## src/rtl/gpio_pkg.sv

```systemverilog
package gpio_pkg;
  localparam logic [7:0] ADR_IRQ  = 8'h2A;
  localparam logic [7:0] ADR_DIR  = 8'h2C;
  localparam logic [7:0] ADR_MASK = 8'h2D;
  localparam logic [7:0] ADR_SEL  = 8'h2E;
  localparam logic [7:0] ADR_STAT = 8'h2F;
endpackage

```

## src/rtl/gpio_sync.sv

```systemverilog
module gpio_sync #(
  parameter int W      = 7,
  parameter int STAGES = 2
) (
  input  logic         clk,
  input  logic         rst,
  input  logic [W-1:0] d,
  output logic [W-1:0] q
);
  logic [W-1:0] chain [STAGES];

  always_ff @(posedge clk) begin
    if (rst) begin
      for (int k = 0; k < STAGES; k++) chain[k] <= '0;
    end else begin
      chain[0] <= d;
      for (int k = 1; k < STAGES; k++) chain[k] <= chain[k-1];
    end
  end

  assign q = chain[STAGES-1];
endmodule

```

## src/rtl/gpio_pin_cell.sv

```systemverilog
module gpio_pin_cell (
  input  logic clk,
  input  logic rst,
  input  logic is_out,
  input  logic edge_mode,
  input  logic lvl,
  input  logic wr_stat,
  input  logic wbit,
  input  logic rd_stat,
  output logic stat,
  output logic drv
);
  logic prev_q, stat_q, drv_q;
  logic rise, drv_n, stat_n;

  assign rise = lvl & ~prev_q;

  always_comb begin
    drv_n = (is_out && wr_stat) ? wbit : drv_q;
    if (is_out)         stat_n = drv_n;
    else if (edge_mode) stat_n = rise | (stat_q & ~rd_stat);
    else                stat_n = lvl;
  end

  always_ff @(posedge clk) begin
    if (rst) begin
      prev_q <= 1'b0;
      stat_q <= 1'b0;
      drv_q  <= 1'b0;
    end else begin
      prev_q <= lvl;
      stat_q <= stat_n;
      drv_q  <= drv_n;
    end
  end

  assign stat = stat_q;
  assign drv  = drv_q;
endmodule

```

## src/rtl/gpio_edge_ctl.sv

```systemverilog
module gpio_edge_ctl #(
  parameter int NPINS = 7,
  parameter int DW    = 8,
  parameter int AW    = 8,
  parameter int SYNC_STAGES = 2,
  parameter logic [AW-1:0] A_IRQ  = gpio_pkg::ADR_IRQ,
  parameter logic [AW-1:0] A_DIR  = gpio_pkg::ADR_DIR,
  parameter logic [AW-1:0] A_MASK = gpio_pkg::ADR_MASK,
  parameter logic [AW-1:0] A_SEL  = gpio_pkg::ADR_SEL,
  parameter logic [AW-1:0] A_STAT = gpio_pkg::ADR_STAT
) (
  input  logic             clk,
  input  logic             rst,
  input  logic [AW-1:0]    bus_addr,
  input  logic             bus_wr,
  input  logic [DW-1:0]    bus_wdata,
  input  logic             bus_rd,
  output logic [DW-1:0]    bus_rdata,
  input  logic [NPINS-1:0] pin_in,
  output logic [NPINS-1:0] pin_out,
  output logic [NPINS-1:0] pin_oe,
  output logic             irq
);
  localparam int PAD = DW - NPINS;

  logic [NPINS-1:0] dir_q, sel_q, mask_q, stat_q, lvl, drv, pend;
  logic [DW-1:0]    rdata_q;
  logic             irq_q, rd_stat, wr_stat;
  logic             unused_wbits;

  assign unused_wbits = ^bus_wdata[DW-1:NPINS];
  assign rd_stat = bus_rd && (bus_addr == A_STAT);
  assign wr_stat = bus_wr && (bus_addr == A_STAT);
  assign pend    = stat_q & mask_q & ~dir_q;

  gpio_sync #(.W(NPINS), .STAGES(SYNC_STAGES)) i_sync (
    .clk(clk), .rst(rst), .d(pin_in), .q(lvl)
  );

  for (genvar i = 0; i < NPINS; i++) begin : g_pin
    gpio_pin_cell i_cell (
      .clk(clk), .rst(rst),
      .is_out(dir_q[i]), .edge_mode(sel_q[i]), .lvl(lvl[i]),
      .wr_stat(wr_stat), .wbit(bus_wdata[i]), .rd_stat(rd_stat),
      .stat(stat_q[i]), .drv(drv[i])
    );
  end

  always_ff @(posedge clk) begin
    if (rst) begin
      dir_q  <= '0;
      sel_q  <= '0;
      mask_q <= '0;
    end else if (bus_wr) begin
      if (bus_addr == A_DIR)  dir_q  <= bus_wdata[NPINS-1:0];
      if (bus_addr == A_SEL)  sel_q  <= bus_wdata[NPINS-1:0];
      if (bus_addr == A_MASK) mask_q <= bus_wdata[NPINS-1:0];
    end
  end

  always_ff @(posedge clk) begin
    if (rst) begin
      rdata_q <= '0;
      irq_q   <= 1'b0;
    end else begin
      irq_q <= |pend;
      if (bus_rd) begin
        case (bus_addr)
          A_IRQ:   rdata_q <= {{PAD{1'b0}}, pend};
          A_DIR:   rdata_q <= {{PAD{1'b0}}, dir_q};
          A_MASK:  rdata_q <= {{PAD{1'b0}}, mask_q};
          A_SEL:   rdata_q <= {{PAD{1'b0}}, sel_q};
          A_STAT:  rdata_q <= {{PAD{1'b0}}, stat_q};
          default: rdata_q <= '0;
        endcase
      end
    end
  end

  assign bus_rdata = rdata_q;
  assign pin_out   = drv;
  assign pin_oe    = dir_q;
  assign irq       = irq_q;
endmodule

```

## config.mk

```make
export PLATFORM = sky130hd
export DESIGN_NAME = gpio_edge_ctl
export DESIGN_NICKNAME = d
export VERILOG_FILES = /design/src/rtl/gpio_pkg.sv /design/src/rtl/gpio_sync.sv /design/src/rtl/gpio_pin_cell.sv /design/src/rtl/gpio_edge_ctl.sv
export SDC_FILE = /design/constraint.sdc
export NUM_CORES = 1
export LEC_CHECK = 0
export ABC_AREA = 1
export CAP_MARGIN = 10
export CELL_PAD_IN_SITES_DETAIL_PLACEMENT = 1
export CELL_PAD_IN_SITES_GLOBAL_PLACEMENT = 1
export CORE_MARGIN = 1
export CORE_UTILIZATION = 45
export DETAILED_ROUTE_END_ITERATION = 8
export DONT_BUFFER_PORTS = 1
export MAX_ROUTING_LAYER = met4
export PLACE_DENSITY_LB_ADDON = 0.12
export RECOVER_POWER = 50
export REMOVE_ABC_BUFFERS = 1
export SYNTH_ARGS = -nofsm -noshare
export SYNTH_HDL_FRONTEND = slang
export SYNTH_SLANG_ARGS = --single-unit
```

## constraint.sdc

```tcl
create_clock -name clk -period 1.3 [get_ports clk]
set_input_delay 0.13 -clock clk [delete_from_list [all_inputs] [get_ports clk]]
set_output_delay 0.13 -clock clk [all_outputs]
set_load 0.01 [all_outputs]
```

-- Word-level counts from Yosys, hierarchy flattened
Memory sizes are Yosys's and may differ from the RTL's.
Index checks and enable logic that the tools add are counted.
- output and inout port bits: 23
- word-level logic and storage cells: 106
- register bits: 51
- memory bits (writable): 14
- memories: 1
- reductions and logical operators: 13
- bitwise logic cells: 34
- multiplexer cells: 27
- eq/ne operators: 5
- memory list (memory ; words ; width ; read ports ; clocked after Yosys merged registers in ; write ports ; RTL line ; source):
    i_sync.chain ; 2 ; 7 ; 2 ; 0 ; 2 ; gpio_sync.sv:10 ; logic [W-1:0] chain [STAGES];
- operators by type and width (operator ; count):
    $eq A8 B6 Y1 const B ; 5
    $pmux W7 S5 ; 1
    $mux W1 ; 24
    $and A1 B1 Y1 ; 14
    $and A7 B7 Y7 ; 2
    $mux W7 ; 2
    $logic_and A1 B1 Y1 ; 9
    $or A1 B1 Y1 ; 9
    $not A1 Y1 ; 8
    $not A7 Y7 ; 1
    $reduce_or A7 Y1 ; 1
    $reduce_and A2 Y1 ; 3

-- Longest topological paths before layout
- depth in word-level cells: 7
- depth in mapped cells: 11

-- Modules after synthesis
A second synthesis with hierarchy kept.
- cell total of the unflattened synthesis: 420
- area, all modules: 2992.9 um2
- modules (own cells, without submodules) (module ; sequential area each (um2) ; area each (um2) ; cells an instance ; instances):
    gpio_edge_ctl ; 580.6 ; 1650.3 ; 237 ; 1
    gpio_pin_cell ; 60.1 ; 127.6 ; 19 ; 7
    gpio_sync ; 280.3 ; 449.2 ; 50 ; 1

-- Least setup slack after synthesis
OpenSTA, ideal clock, no wires.
- kind: input to register
- start point: input rst
- end point: register g_pin[0].i_cell.stat_q
- stages on the path: 5
- arrival: 1.005 ns
- data required time: 1.191 ns
- path slack: 0.186 ns
- library setup time: 0.109 ns
- path through: clkbuf_1 -> dlygate4sd1_1 -> a21oi_1 -> nand2_1 -> inv_1
- RTL lines (element ; RTL line ; source):
    from (decl) ; gpio_edge_ctl.sv:13 ; input logic rst,
    to (signal assigned) ; gpio_pin_cell.sv:32 ; stat_q <= stat_n;
    to (decl) ; gpio_pin_cell.sv:13 ; logic prev_q, stat_q, drv_q;

-- Worst setup path in the final report
- start point: register dir_q[6] (netlist: pin_oe[6])
- end point: register g_pin[6].i_cell.stat_q
- cells in the longest elaborated chain, start to end: 3
- ends and longest elaborated chain (element ; RTL line ; source):
    from (decl) ; gpio_edge_ctl.sv:26 ; logic [NPINS-1:0] dir_q, sel_q, mask_q, stat_q, lvl, drv, pend;
    from (signal assigned) ; gpio_edge_ctl.sv:55 ; if (bus_addr == A_DIR) dir_q <= bus_wdata[NPINS-1:0];
    $logic_and A1 B1 Y1 ; gpio_pin_cell.sv:19 ; drv_n = (is_out && wr_stat) ? wbit : drv_q;
    $mux W1 ; gpio_pin_cell.sv:19 ;
    $mux W1 (*) ; gpio_pin_cell.sv:20 ; if (is_out) stat_n = drv_n;
    to (signal assigned) ; gpio_pin_cell.sv:32 ;
    to (decl) ; gpio_pin_cell.sv:13 ;
Every way passes the cells marked *; elsewhere a longest branch is shown, timed or not.
A chain may end at the register's enable or synchronous reset.

==> impl_results.md <==
* Hold Fails Final Rpt at 0
* Kind of critical path: reg2reg
* Sink Count at 64
* Vias in the first global route at between 2000 and 3000
* Yosys reg bits at 64
* Die Outline Area at 7080 um^2
* Drt pass-1 iters at 6
* First DRT Iteration DRCs at 206
* Peak supply drop at ~0.6 mV
* Filler cell count at roughly 820
* Max-slew violation count at 0
* Met1 usage in global routing at a little over a third
* Failing checks: DRC
* Mapped Cells at roughly 410
* # nets final at 471
* Final setup vio count at 0
* Number of top-level pins at 50
* Synth Area per Inst at 7.44 um^2
* Mapped cell area at around 3000 um^2
* Synth top area cells: dfxtp_1 (42%), nand2_1 (10%), nand3_1 (7.3%)
* Area Overhead vs Synth at 17.7%
* Via count at roughly 2800
* Initial antenna violation count at 0
* Max-slew headroom at between 50% and 60%
* Synth warnings at 0
* Pre-CTS setup slack at -0.00553 ns
* Startpoint Class: register
* H-tree depth at 3
* Clk slew on worst S/H paths at about 0.07 ns
* GR met2 Demand/Resource at roughly 44%
* Remaining antenna violation count at 0
* Worst setup EP type: register
* Die Y at 84.1 um
* First-pass GRT wire length at between 10000 and 15000 um
* Status: finished, violations left
* Ys async rst share at 0%
* Share of the synthesized area in the top cell type at about 42%
* Drt drc at 8
* ANT cells at 0
* Top FF cell, synth: dfxtp_1
* CTS Buffer Depth at 2
* CP arrival at 1.47 ns
* Sum Neg Setup Slack at 0 ns
* Fin crit share at between 90 and 100%
* HP Class: in2reg
* Count leader, synth: nand2_1
* Core Box Area at roughly 6400 um^2
* DR vias/cell at approximately 5.3
* Placer Congestion at between 0.8 and 0.9
* Worst skew pair latency at between 0.3 and 0.4 ns
* WL final at around 8900 um
* Hpwl dp at approximately 5500 um
* Setup ws final at 0.0910 ns
* Total gr overflow at 0
* RSZ-0062 raised after global routing: false
* Register area share after synthesis at between 40% and 50%
* TritonCTS clock tree: built
* Wire per inst at 16.9 um
* Final Power at approximately 3800 uW
* Num rows at 29
* Die X at between 80 and 90 um
* GRT Total Usage at 28.3%
* Tmin final at between 1 and 1.5 ns
* Cts bufs inserted at 9
* Most Crowded Layer GR: met2
* Met3 Use GR at 6.49%
* Crit Path Max Fanout at 4
* Initial Util at 47.3%
* Share of cells above drive strength 1 at between 10% and 20%
* CTS root buffer: clkbuf_8
* I/O Buffers at 0
* Required @ worst endpoint at 1.56 ns
* Measured slew at the worst slew-check pin at approximately 0.65 ns
* Most frequent cells after synthesis: nand2_1 (82), dfxtp_1 (64), inv_1 (46), nand3_1 (44), nor2_1 (44)
* Largest net degree at the start of global routing at 46
* Post-synth EDFFs at 0
* Clock skew at roughly 0.0053 ns
* Cell variety after synth at 26
* Fmax at approximately 830 MHz
* LEAKAGE at 0.00157 uW
* Pwr/cell area at 1050 nW/um^2
* Most area-hungry cell type in the Yosys netlist: dfxtp_1
* Hold Slack at ~0.047 ns
* Max-Cap Viols at 0
-- registers in the layout, indices dropped and copies added, names as in the netlist --
signal               flops
bus_rdata                7
i_sync.chain            14
g_pin.i_cell.drv         7
irq                      1
g_pin.i_cell.stat        7
pin_oe                   7
g_pin.i_cell.prev_q      7
mask_q                   7
sel_q                    7
-- repair_timing --
| item | 4_1_cts | 5_1_grt |
|---|---|---|
| hold buffers | 29 | 0 |
| resized for setup | 0 | 0 |
| setup buffers | 0 | 0 |
| hold endpoints to repair | 64 | 0 |
-- kinds of logic (layout without fill, tap and decap cells) --
group	count (synthesis)	count (layout)	share of synthesized area [%]
AO/OA/AOI/OAI	50	50	9.97
buffers and inverters	80	121	13.7
other	1	1	0.123
AND/OR/NAND/NOR	213	213	34.0
flip-flops	64	64	42.2
-- layer usage --
layer / part of all wire, % / vias up
li1: - / 1381
met1: 43 / 1332
met2: 47 / 73
met3: 7.4 / 18
met4: 2.4 / 0
met5: 0 / -
-- power breakdown --
group / internal (uW) / leakage (uW) / total (uW) / switching, uW
logic: 103 / 0.000967 / 242 / 140
clock network: 680 / 0.0000858 / 1510 / 827
registers: 1990 / 0.000520 / 2010 / 15.6
total: 2780 / 0.00157 / 3760 / 982
-- worst paths after layout --
| kind | from | end | slack (ns) | depth (start not counted) |
|---|---|---|---|---|
| max | pin_oe[6] | g_pin[6].i_cell.stat | 0.09 | 6 |
| min | bus_wdata[4] | g_pin[4].i_cell.drv | 0.05 | 3 |
| max reg2reg | pin_oe[6] | g_pin[6].i_cell.stat | 0.09 | 6 |
| min reg2reg | i_sync.chain[0][6] | i_sync.chain[0][13] | 0.42 | 2 |
-- area by class of cell --
cell class,count,area [um^2],area share [%]
clock inverters,6,36.3,1.02
inverters,47,176,4.94
repair buffers,58,518,14.5
clock buffers,10,128,3.57
multi-input cells,264,1340,37.4
well taps,77,96.3,2.70
flip-flops and latches,64,1280,35.9
-- stage by stage --
stage                     area, um^2  instances  util [%]
final                           3570        526      55.6
after CTS                       3590        526      55.9
after floorplan                 2800        375         -
after detailed placement        3120        481      48.6
after global routing            3570        526      55.6
after global placement          3120        481      48.6
-- critical path: stages, from the launching register on --
cell	delay (ns)
dfxtp_1	0.37
clkbuf_1	0.27
nand3b_1	0.12
o21ai_0	0.14
nand2_1	0.09
nand2_1	0.08
inv_1	0.04
-- layout by cell type, fill, tap and decap left out, types with 2 or more instances in the layout --
cell	count
nand2_1	83
dfxtp_1	64
inv_1	46
nand3_1	44
nor2_1	44
a21oi_1	36
dlygate4sd3_1	28
buf_4	24
nand4_1	14
clkbuf_8	9
nor3_1	8
nand3b_1	7
a211oi_2	7
o21ai_0	5
nor2_4	4
clkinv_2	4
nand2_4	3
clkbuf_1	3
nor2_8	2
o21ai_1	2
buf_12	2
clkbuf_2	2
Power figures use the tool's default switching activity.
